File: src/rtl/bist_cfg_pkg.sv
package bist_cfg_pkg;
  localparam int NUM_PORTS  = 4;
  localparam int NUM_STATES = 26;
  localparam int STATE_W    = $clog2(NUM_STATES);

  typedef enum logic [1:0] {PORT_N = 2'd0, PORT_W = 2'd1, PORT_S = 2'd2, PORT_E = 2'd3} port_e;
  typedef enum logic [1:0] {GRP_STRAIGHT, GRP_TURN_A, GRP_TURN_B, GRP_RES} grp_e;
  typedef enum logic [1:0] {RUN_IDLE, RUN_ACTIVE, RUN_DONE} run_e;
endpackage

File: src/rtl/bist_cfg_timer.sv
module bist_cfg_timer #(
  parameter int WIN = 5
) (
  input  logic clk_i,
  input  logic rst_ni,
  input  logic run_i,
  input  logic clear_i,
  output logic last_o
);
  localparam int CNT_W = (WIN > 2) ? $clog2(WIN) : 1;
  localparam logic [CNT_W-1:0] CNT_LAST = CNT_W'(WIN - 1);

  logic [CNT_W-1:0] cnt_q;

  // saturates at the last count while packets are still pending
  always_ff @(posedge clk_i or negedge rst_ni) begin
    if (!rst_ni)                          cnt_q <= '0;
    else if (clear_i)                     cnt_q <= '0;
    else if (run_i && cnt_q != CNT_LAST)  cnt_q <= cnt_q + 1'b1;
  end

  assign last_o = (cnt_q == CNT_LAST);
endmodule

File: src/rtl/bist_cfg_seq.sv
module bist_cfg_seq
  import bist_cfg_pkg::*;
(
  input  logic                 clk_i,
  input  logic                 rst_ni,
  input  logic                 start_i,
  input  logic                 win_last_i,
  input  logic [NUM_PORTS-1:0] ready_i,
  output logic [STATE_W-1:0]   state_o,
  output logic                 running_o,
  output logic                 done_o,
  output logic                 restart_o,
  output logic [NUM_PORTS-1:0] valid_o
);
  localparam logic [STATE_W-1:0] LAST_ST = STATE_W'(NUM_STATES - 1);

  run_e                 run_q;
  logic [STATE_W-1:0]   st_q;
  logic [NUM_PORTS-1:0] pend_q;
  logic                 all_taken, advance;

  assign all_taken = ((pend_q & ~ready_i) == '0);
  assign advance   = (run_q == RUN_ACTIVE) && win_last_i && all_taken;
  assign restart_o = (start_i && run_q != RUN_ACTIVE) || (advance && st_q != LAST_ST);

  always_ff @(posedge clk_i or negedge rst_ni) begin
    if (!rst_ni) begin
      run_q  <= RUN_IDLE;
      st_q   <= '0;
      pend_q <= '0;
    end else begin
      case (run_q)
        RUN_ACTIVE: begin
          pend_q <= pend_q & ~ready_i;
          if (advance) begin
            if (st_q == LAST_ST) begin
              run_q  <= RUN_DONE;
              pend_q <= '0;
            end else begin
              st_q   <= st_q + 1'b1;
              pend_q <= '1;
            end
          end
        end
        default: begin
          if (start_i) begin
            run_q  <= RUN_ACTIVE;
            st_q   <= '0;
            pend_q <= '1;
          end
        end
      endcase
    end
  end

  assign state_o   = st_q;
  assign running_o = (run_q == RUN_ACTIVE);
  assign done_o    = (run_q == RUN_DONE);
  assign valid_o   = pend_q;
endmodule

File: src/rtl/bist_cfg_decode.sv
module bist_cfg_decode
  import bist_cfg_pkg::*;
#(
  parameter int                MESH_N  = 4,
  parameter int                DATA_W  = 16,
  parameter int                ADDR_W  = 8,
  parameter logic [DATA_W-1:0] PATTERN = {(DATA_W/2){2'b01}}
) (
  input  logic [STATE_W-1:0]          state_i,
  input  logic                        running_i,
  output logic [NUM_PORTS*DATA_W-1:0] data_o,
  output logic [NUM_PORTS*ADDR_W-1:0] dx_o,
  output logic [NUM_PORTS*ADDR_W-1:0] dy_o,
  output logic                        yx_grp0_o,
  output logic                        yx_grp1_o
);
  localparam logic [ADDR_W-1:0] A_POS  = ADDR_W'(MESH_N);
  localparam logic [ADDR_W-1:0] A_NEG  = ADDR_W'(-MESH_N);
  localparam logic [ADDR_W-1:0] A_ONE  = ADDR_W'(1);
  localparam logic [ADDR_W-1:0] A_MONE = ADDR_W'(-1);

  grp_e               grp;
  logic [STATE_W-1:0] rel_turn, rel_res;
  logic [1:0]         res_port;
  logic               res_upper, turning;

  always_comb begin
    if (state_i < STATE_W'(2))       grp = GRP_STRAIGHT;
    else if (state_i < STATE_W'(6))  grp = GRP_TURN_A;
    else if (state_i < STATE_W'(10)) grp = GRP_TURN_B;
    else                             grp = GRP_RES;
  end

  assign rel_turn  = state_i - STATE_W'(2);
  assign rel_res   = state_i - STATE_W'(10);
  assign res_port  = rel_res[2:1];
  assign res_upper = rel_res[3];
  assign turning   = running_i && (grp == GRP_TURN_A || grp == GRP_TURN_B);
  assign yx_grp0_o = turning && !rel_turn[1];
  assign yx_grp1_o = turning &&  rel_turn[1];

  for (genvar p = 0; p < NUM_PORTS; p++) begin : g_port
    logic              use_pat;
    logic [ADDR_W-1:0] dx, dy;

    always_comb begin
      // straight-path addresses are the default for every group
      dx = (p == PORT_W) ? A_POS : (p == PORT_E) ? A_NEG : '0;
      dy = (p == PORT_N) ? A_NEG : (p == PORT_S) ? A_POS : '0;
      case (grp)
        GRP_STRAIGHT: use_pat = ((p % 2) == 0) ^ state_i[0];
        GRP_TURN_A: begin
          use_pat = (p < 2) ^ state_i[0];
          dx = (p < 2) ? A_POS : A_NEG;
          dy = (p < 2) ? A_NEG : A_POS;
        end
        GRP_TURN_B: begin
          use_pat = (p < 2) ^ state_i[0];
          dx = (p == PORT_W || p == PORT_S) ? A_POS : A_NEG;
          dy = dx;
        end
        default: begin
          if (res_port == 2'(p)) begin
            use_pat = ~state_i[0];
            dx = (p == PORT_W || p == PORT_E) ? A_ONE : '0;
            dy = (p == PORT_N || p == PORT_S) ? A_MONE : '0;
          end else begin
            use_pat = res_upper;
          end
        end
      endcase
    end

    assign data_o[p*DATA_W +: DATA_W] = use_pat ? PATTERN : ~PATTERN;
    assign dx_o[p*ADDR_W +: ADDR_W]   = dx;
    assign dy_o[p*ADDR_W +: ADDR_W]   = dy;
  end
endmodule

File: src/rtl/bist_cfg_ctrl.sv
module bist_cfg_ctrl
  import bist_cfg_pkg::*;
#(
  parameter int                MESH_N  = 4,
  parameter bit                IN_BUF  = 1'b0,
  parameter int                DATA_W  = 16,
  parameter int                ADDR_W  = 8,
  parameter logic [DATA_W-1:0] PATTERN = {(DATA_W/2){2'b01}}
) (
  input  logic                        clk_i,
  input  logic                        rst_ni,
  input  logic                        start_i,
  input  logic [NUM_PORTS-1:0]        pkt_ready_i,
  output logic [NUM_PORTS-1:0]        pkt_valid_o,
  output logic [NUM_PORTS*DATA_W-1:0] pkt_data_o,
  output logic [NUM_PORTS*ADDR_W-1:0] pkt_dx_o,
  output logic [NUM_PORTS*ADDR_W-1:0] pkt_dy_o,
  output logic                        yx_grp0_o,
  output logic                        yx_grp1_o,
  output logic                        done_o
);
  localparam int WIN = IN_BUF ? (2 * MESH_N + 1) : (MESH_N + 1);

  logic [STATE_W-1:0] state;
  logic               running, restart, win_last;

  bist_cfg_timer #(.WIN(WIN)) u_timer (
    .clk_i   (clk_i),
    .rst_ni  (rst_ni),
    .run_i   (running),
    .clear_i (restart),
    .last_o  (win_last)
  );

  bist_cfg_seq u_seq (
    .clk_i      (clk_i),
    .rst_ni     (rst_ni),
    .start_i    (start_i),
    .win_last_i (win_last),
    .ready_i    (pkt_ready_i),
    .state_o    (state),
    .running_o  (running),
    .done_o     (done_o),
    .restart_o  (restart),
    .valid_o    (pkt_valid_o)
  );

  bist_cfg_decode #(
    .MESH_N (MESH_N),
    .DATA_W (DATA_W),
    .ADDR_W (ADDR_W),
    .PATTERN(PATTERN)
  ) u_decode (
    .state_i   (state),
    .running_i (running),
    .data_o    (pkt_data_o),
    .dx_o      (pkt_dx_o),
    .dy_o      (pkt_dy_o),
    .yx_grp0_o (yx_grp0_o),
    .yx_grp1_o (yx_grp1_o)
  );
endmodule

File: config.mk
export PLATFORM = sky130hd
export DESIGN_NAME = bist_cfg_ctrl
export DESIGN_NICKNAME = d
export VERILOG_FILES = /design/src/rtl/bist_cfg_pkg.sv /design/src/rtl/bist_cfg_timer.sv /design/src/rtl/bist_cfg_seq.sv /design/src/rtl/bist_cfg_decode.sv /design/src/rtl/bist_cfg_ctrl.sv
export SDC_FILE = /design/constraint.sdc
export NUM_CORES = 1
export LEC_CHECK = 0
export ABC_AREA = 1
export BUFFER_PORTS_ARGS = -buffer_cell sky130_fd_sc_hd__buf_2
export CORE_MARGIN = 3
export CORE_UTILIZATION = 30
export CTS_CLUSTER_SIZE = 28
export DETAILED_ROUTE_END_ITERATION = 8
export HOLD_SLACK_MARGIN = 0.15
export PLACE_DENSITY = 0.69
export SLEW_MARGIN = 10
export SYNTH_ARGS = -nofsm -noshare
export SYNTH_HDL_FRONTEND = slang
export SYNTH_SLANG_ARGS = --single-unit
File: constraint.sdc
create_clock -name clk_i -period 3 [get_ports clk_i]
set_input_delay 0.6 -clock clk_i [delete_from_list [all_inputs] [get_ports clk_i]]
set_output_delay 0.6 -clock clk_i [all_outputs]
set_load 0.005 [all_outputs]
==> results of run 1 <==
[Yosys cell counts (2+ instances only)]
library cell	instances
nor3_1	3
nand4_1	3
buf_4	116
o21ai_0	8
inv_1	28
conb_1	2
nor2_1	15
inv_2	4
nand2_1	39
o21ai_2	2
nand2_2	4
nand3_1	10
xor2_1	2
nand2_4	2
nor2_2	2
ha_1	9
dfrtp_1	14
[per-stage QoR]
| step | hold WS [ns] | instance area [um^2] | worst slack (ns) | std cells | utilization (%) |
|---|---|---|---|---|---|
| global route | 0.262 | 1960 | 0.000973 | 376 | 30.5 |
| finish | 0.247 | 1960 | 0.217 | 376 | 30.5 |
| detailed placement | 0.513 | 1880 | 0.140 | 371 | 29.3 |
| CTS | 0.250 | 1940 | 0.0468 | 375 | 30.2 |
| floorplan | 0.304 | 2080 | 0.427 | 293 | - |
| global placement | 0.514 | 1880 | 0.205 | 371 | 29.3 |
[critical path, stage by stage (launching register included)]
cell	delay [ns]
dfrtp_2	0.46
nor2_2	0.15
inv_2	0.06
nand2_2	0.08
nand4_1	0.17
ha_1	0.25
inv_1	0.16
nor2_1	0.12
nand2_1	0.11
o21ai_2	0.08
inv_1	0.15
buf_2	0.14
[sequential cells by signal (all words and copies together) (netlist names)]
register,flops
u_seq.run_q,2
u_seq.state_o,5
u_seq.valid_o,4
u_timer.cnt_q,3
[layer usage]
| metal | vias up | share of wire [%] | global-route usage [%] | routed length, um |
|---|---|---|---|---|
| met2 | 93 | 49 | 15.5 | 1800 |
| met3 | 5 | 10 | 1.69 | 363 |
| li1 | 745 | - | - | - |
| met1 | 663 | 40 | 9.48 | 1460 |
| met4 | 0 | 0.63 | 1.95 | 23 |
| met5 | - | 0 | 0 | 0 |
[path summary, 6_finish.rpt]
check	start	end	slack [ns]
max reg2reg	u_seq.state_o[1]	u_seq.valid_o[1]	1.62
max	u_seq.state_o[1]	pkt_data_o[4]	0.22
max in group asynchronous	rst_ni	u_seq.state_o[2]	2.49
min in group clk_i	u_seq.valid_o[3]	u_seq.valid_o[3]	0.53
min	rst_ni	u_seq.valid_o[1]	0.25
min reg2reg	u_seq.valid_o[3]	u_seq.valid_o[3]	0.53
[cells by family after synthesis]
family	after synthesis
flops	14
xor+xnor	2
other cells	2
simple gates	84
fa+ha+maj	9
buf+inv	150
compound gates	12
[report_power, final]
part	switching, W	total, W	internal, W
clock	0.0000675	0.000184	0.000116
sequential	0.0000701	0.000320	0.000250
combinational	0.000749	0.00139	0.000640
[layout make-up]
type                       instances  area, um^2
clock buffer                       4        55.1
timing repair buffer             119         596
sequential                        14         353
tap                               77        96.3
inverter                          32         120
fill                             689        4460
multi-input combinational        130         741
[timing repair]
action,4_1_cts,5_1_grt
setup endpoints to repair,16,40
pin swaps,0,1
gates cloned,0,1
gates resized for setup,4,6
==> key figures, run 1 <==
Power and ir drop
  • Leakage Power: 1.26 nW
  • Total power: 0.00189 W
  • PwrDens: 965 nW/um^2
  • Worst vdd ir: 439 uV

Logic synthesis
  • Synth Instances: around 270
  • Synth top area share: between 40 and 50%
  • Sequential-to-total area share from yosys stat: between 10% and 20%
  • Ys async rst share: 100%
  • Mean cell area of the mapped netlist: roughly 7.3 um^2
  • Main combinational cell family by area after synthesis: buffers and inverters
  • Yosys cell types: 27
  • Yosys warnings: 0
  • Post-Synth Adder-Cell Area: under 10%
  • Post-synthesis mux area share: 0%
  • Cell taking the most area after synthesis: buf_4
  • Post-Synth Simple-Gate Area: 21.6%
  • Synth Register Bits: 14
  • Post-synth EDFFs: 0
  • Mapped Area: 2000 um^2
  • Top_reg_cell synth: dfrtp_1
  • XOR/XNOR Fraction of Synth Area: less than 1%
  • Dominant cells by area after synthesis: buf_4 44%, dfrtp_1 18%, nand2_1 7.3%, ha_1 5.6%, inv_1 5.3%
  • Compound-Gate Fraction of Synth Area: between 3 and 4%

Setup path
  • Crit path DAT: 2.18 ns
  • Worst Path Required: 2.40 ns
  • Worst Path Max Fanout: 8
  • WS Path Type: flip-flop to output port
  • Critical Path Start Type: flip-flop
  • Reg2Reg Depth: 7
  • CP endpoint kind: output port

Die
  • Initial Util: a little under a third
  • Die width: 87.7 um
  • Die Height: 87.7 um
  • Number of core rows: 29
  • I/O Pins: about 140
  • Area of the core: between 6000 and 7000 um^2
  • Die ar.: 7690 um^2

Clock network
  • Clk root buf: clkbuf_8
  • # Post-CTS Setup Buffers: 0
  • Clock net sink count: 14
  • Clk buf depth: 2
  • CTS tree: yes
  • H-tree levels: 1
  • Worst-path clk slew: 0.06 ns
  • Later-pin clock latency in the skew report: roughly 0.25 ns
  • Hold-fix buffers at CTS: 0
  • TritonCTS Buffers: 3

Run status
  • Status: finished clean

Global route
  • Largest net degree at the start of global routing: 15
  • Initial antenna violation count: 0
  • Gr usage total: under 10%
  • Number of global-route vias before repair: 1,105
  • First-pass GRT wire length: just over 5000 um
  • Grt total ovfl: 0

Timing
  • RSZ-0062 raised after global routing: true
  • Endpoints failing setup: 0
  • Peak Freq: 359 MHz
  • Tcrit/Tclk final: 92.8%
  • Final hold viol count: 0
  • Final Slew Violations: 0
  • Crit path time final: 2.78 ns
  • Clock skew: 0.00101 ns
  • Setup TNS: 0 ns

Placed design
  • DPL Wire Length: 3130 um
  • Placer congestion estimate: 0.821
  • IO Port Bufs: 119

Final layout
  • Share of layout cells above drive strength 1: 50.2%
  • Commonest non-fill, non-tap cell in the layout: buf_2
  • Commonest cells after routing, fill and taps aside: 119 x buf_2, 37 x nand2_1, 25 x inv_1
  • Ant diodes: 0
  • Layout net count: 316
  • Area Growth Syn to Fin: -2.00%

Worst hold path
  • Hold Path Class: input pin to async pin

Run
  • Max-cap violations: 0

Drt
  • Antenna-violating nets left: 0
  • Initial DRC count: 50
  • DRC Markers: 0
  • DRT Wirelength: roughly 3600 um
  • Detailed Routing Iterations Pass 1: 4
  • Routed len/inst: 9.70 um
  • Via count: 1,506
  • Via/cell ratio: 4.01
No activity file was read; power rests on OpenSTA's default activity.
==> run 2: changes to the inputs <==
CORE_UTILIZATION = 42   (was 30)
PLACE_DENSITY = 0.89   (was 0.69)
==> run 2 against run 1 <==
Against the previous run: setup slack improved by 0.046 ns; combinational power about the same; design area decreased by 1.6%; largest cell class unchanged; power decreased by 0.19%; critical endpoint is now pkt_data_o[37]; via count decreased by 2.7%.
==> key figures, run 2 (synthesis results as in run 1) <==
Timing
  • Setup TNS: 0 ns
  • Final Slew Violations: 0
  • Tcrit/Tclk final: 91.2%
  • Endpoints failing setup: 0
  • Worst setup margin: around 0.26 ns
  • Crit path time final: 2.74 ns
  • Peak Freq: 365 MHz
  • RSZ-0062 raised after global routing: false
  • Final hold viol count: 0
  • Clock skew: 0.00289 ns

Run
  • Max-cap violations: 0

Global route
  • Grt peak-use layer: met2
  • Met3 usage: under 10%
  • Number of global-route vias before repair: around 1,200
  • M1 GR Usage: 14.0%
  • Initial antenna violation count: 0
  • Gr usage total: 11.8%
  • Met2 usage in global routing: 21.1%
  • Grt total ovfl: 0
  • First-pass GRT wire length: ~5200 um
  • Largest net degree at the start of global routing: 15

Power and ir drop
  • Leakage Power: 1.27 nW
  • Worst vdd ir: 351 uV
  • Total power: 0.00189 W
  • PwrDens: 979 nW/um^2

Die
  • Die ar.: between 5000 and 6000 um^2
  • Die width: 75.0 um
  • I/O Pins: around 140
  • Number of core rows: 24
  • Initial Util: 44.7%
  • Area of the core: 4470 um^2
  • Die Height: 75.0 um

Setup path
  • Worst Path Required: between 2 and 2.5 ns
  • CP cell instances: inv_2, nor2_1, inv_1, nand4_1, inv_1, ha_2, nand2_1, o21ai_0, inv_1, nand2_2, inv_2, buf_2
  • Critical Path Start Type: flip-flop
  • CP endpoint kind: output port
  • Largest stage delay on the critical path: 0.43 ns
  • Crit path max-delay cell type: dfrtp_2
  • Worst Path Max Fanout: 9
  • Cell mode on critical path: inv_1
  • CP delay by family, top: buffers and inverters
  • WS Path Type: flip-flop to output port
  • Crit path DAT: 2.14 ns
  • WP buf/inv: 6

Final layout
  • Final instance area: between 1500 and 2000 um^2
  • Max FFs per register: 5
  • Layout net count: ~320
  • Multi-input logic area: between 700 and 800 um^2
  • Register Area: roughly 350 um^2
  • Share of layout cells above drive strength 1: 50.7%
  • Commonest cells after routing, fill and taps aside: 119 x buf_2, 37 x nand2_1, 25 x inv_1
  • Number of fillers in the final layout: roughly 470
  • Area Growth Syn to Fin: -3.56%
  • Non-filler instance count after layout: around 350
  • Ant diodes: 0
  • Commonest non-fill, non-tap cell in the layout: buf_2

Drt
  • Via/cell ratio: ~4.2
  • DRC Markers: 0
  • Routed len/inst: 10.3 um
  • DRT Wirelength: 3610 um
  • Via count: 1,465
  • Antenna-violating nets left: 0
  • Detailed Routing Iterations Pass 1: 4
  • Initial DRC count: 79

Placed design
  • IO Port Bufs: 119
  • DP Area: 1850 um^2
  • DPL Wire Length: 3060 um
  • Pre-CTS setup slack: 0.200 ns
  • Placer congestion estimate: 0.879
  • DP Cell Count: 346

Clock network
  • TritonCTS Buffers: 3
  • Worst-path clk slew: 0.06 ns
  • CTS tree: yes
  • Later-pin clock latency in the skew report: 0.25 ns
  • H-tree levels: 1
  • Clk buf depth: 2
  • Clk root buf: clkbuf_8
  • Clock net sink count: 14

Run status
  • Status: finished clean

Worst hold path
  • Hold Path Class: input pin to async pin
==> run 2: layout make-up <==
type	instances	area share, %
Multi-Input combinational cell	129	37.6
Timing Repair Buffer	121	31.6
Sequential cell	14	18.3
Inverter	32	6.23
Tap cell	52	3.37
Clock buffer	4	2.85
==> run 2: through the flow <==
step	hold slack (ns)	util, %
2_1_floorplan	0.304	-
3_3_place_gp	0.506	41.3
3_5_place_dp	0.518	41.3
4_1_cts	0.250	42.6
5_1_grt	0.249	43.1
6_report	0.237	43.1
==> run 2: what timing repair did <==
action	CTS	global route
hold buffers	0	0
resized for setup	1	8
setup endpoints to repair	16	48
gates cloned	0	0
buffers inserted	0	2
pin swaps	0	1
==> run 2: power by group <==
part | leakage, nW | switching [W] | internal, W
Combinational | 1.06 | 0.000741 | 0.000643
Sequential | 0.177 | 0.0000713 | 0.000250
Clock | 0.0288 | 0.0000672 | 0.000116
==> run 2: path summary, 6_finish.rpt <==
check,from,end,slack [ns],depth (start not counted)
max,u_seq.state_o[1],pkt_data_o[37],0.26,12
min,rst_ni,u_seq.valid_o[1],0.24,1
max reg2reg,u_seq.state_o[0],u_seq.valid_o[3],1.60,6
min reg2reg,u_seq.run_q[0],u_seq.run_q[0],0.55,2
max in group asynchronous,rst_ni,u_seq.state_o[1],2.50,1
min in group clk_i,u_seq.run_q[0],u_seq.run_q[0],0.55,2
==> run 2: layer usage <==
| layer | up-vias | routed length [um] |
|---|---|---|
| met3 | 5 | 314 |
| li1 | 742 | - |
| met4 | 0 | 53 |
| met1 | 643 | 1390 |
| met2 | 75 | 1850 |
| met5 | - | 0 |
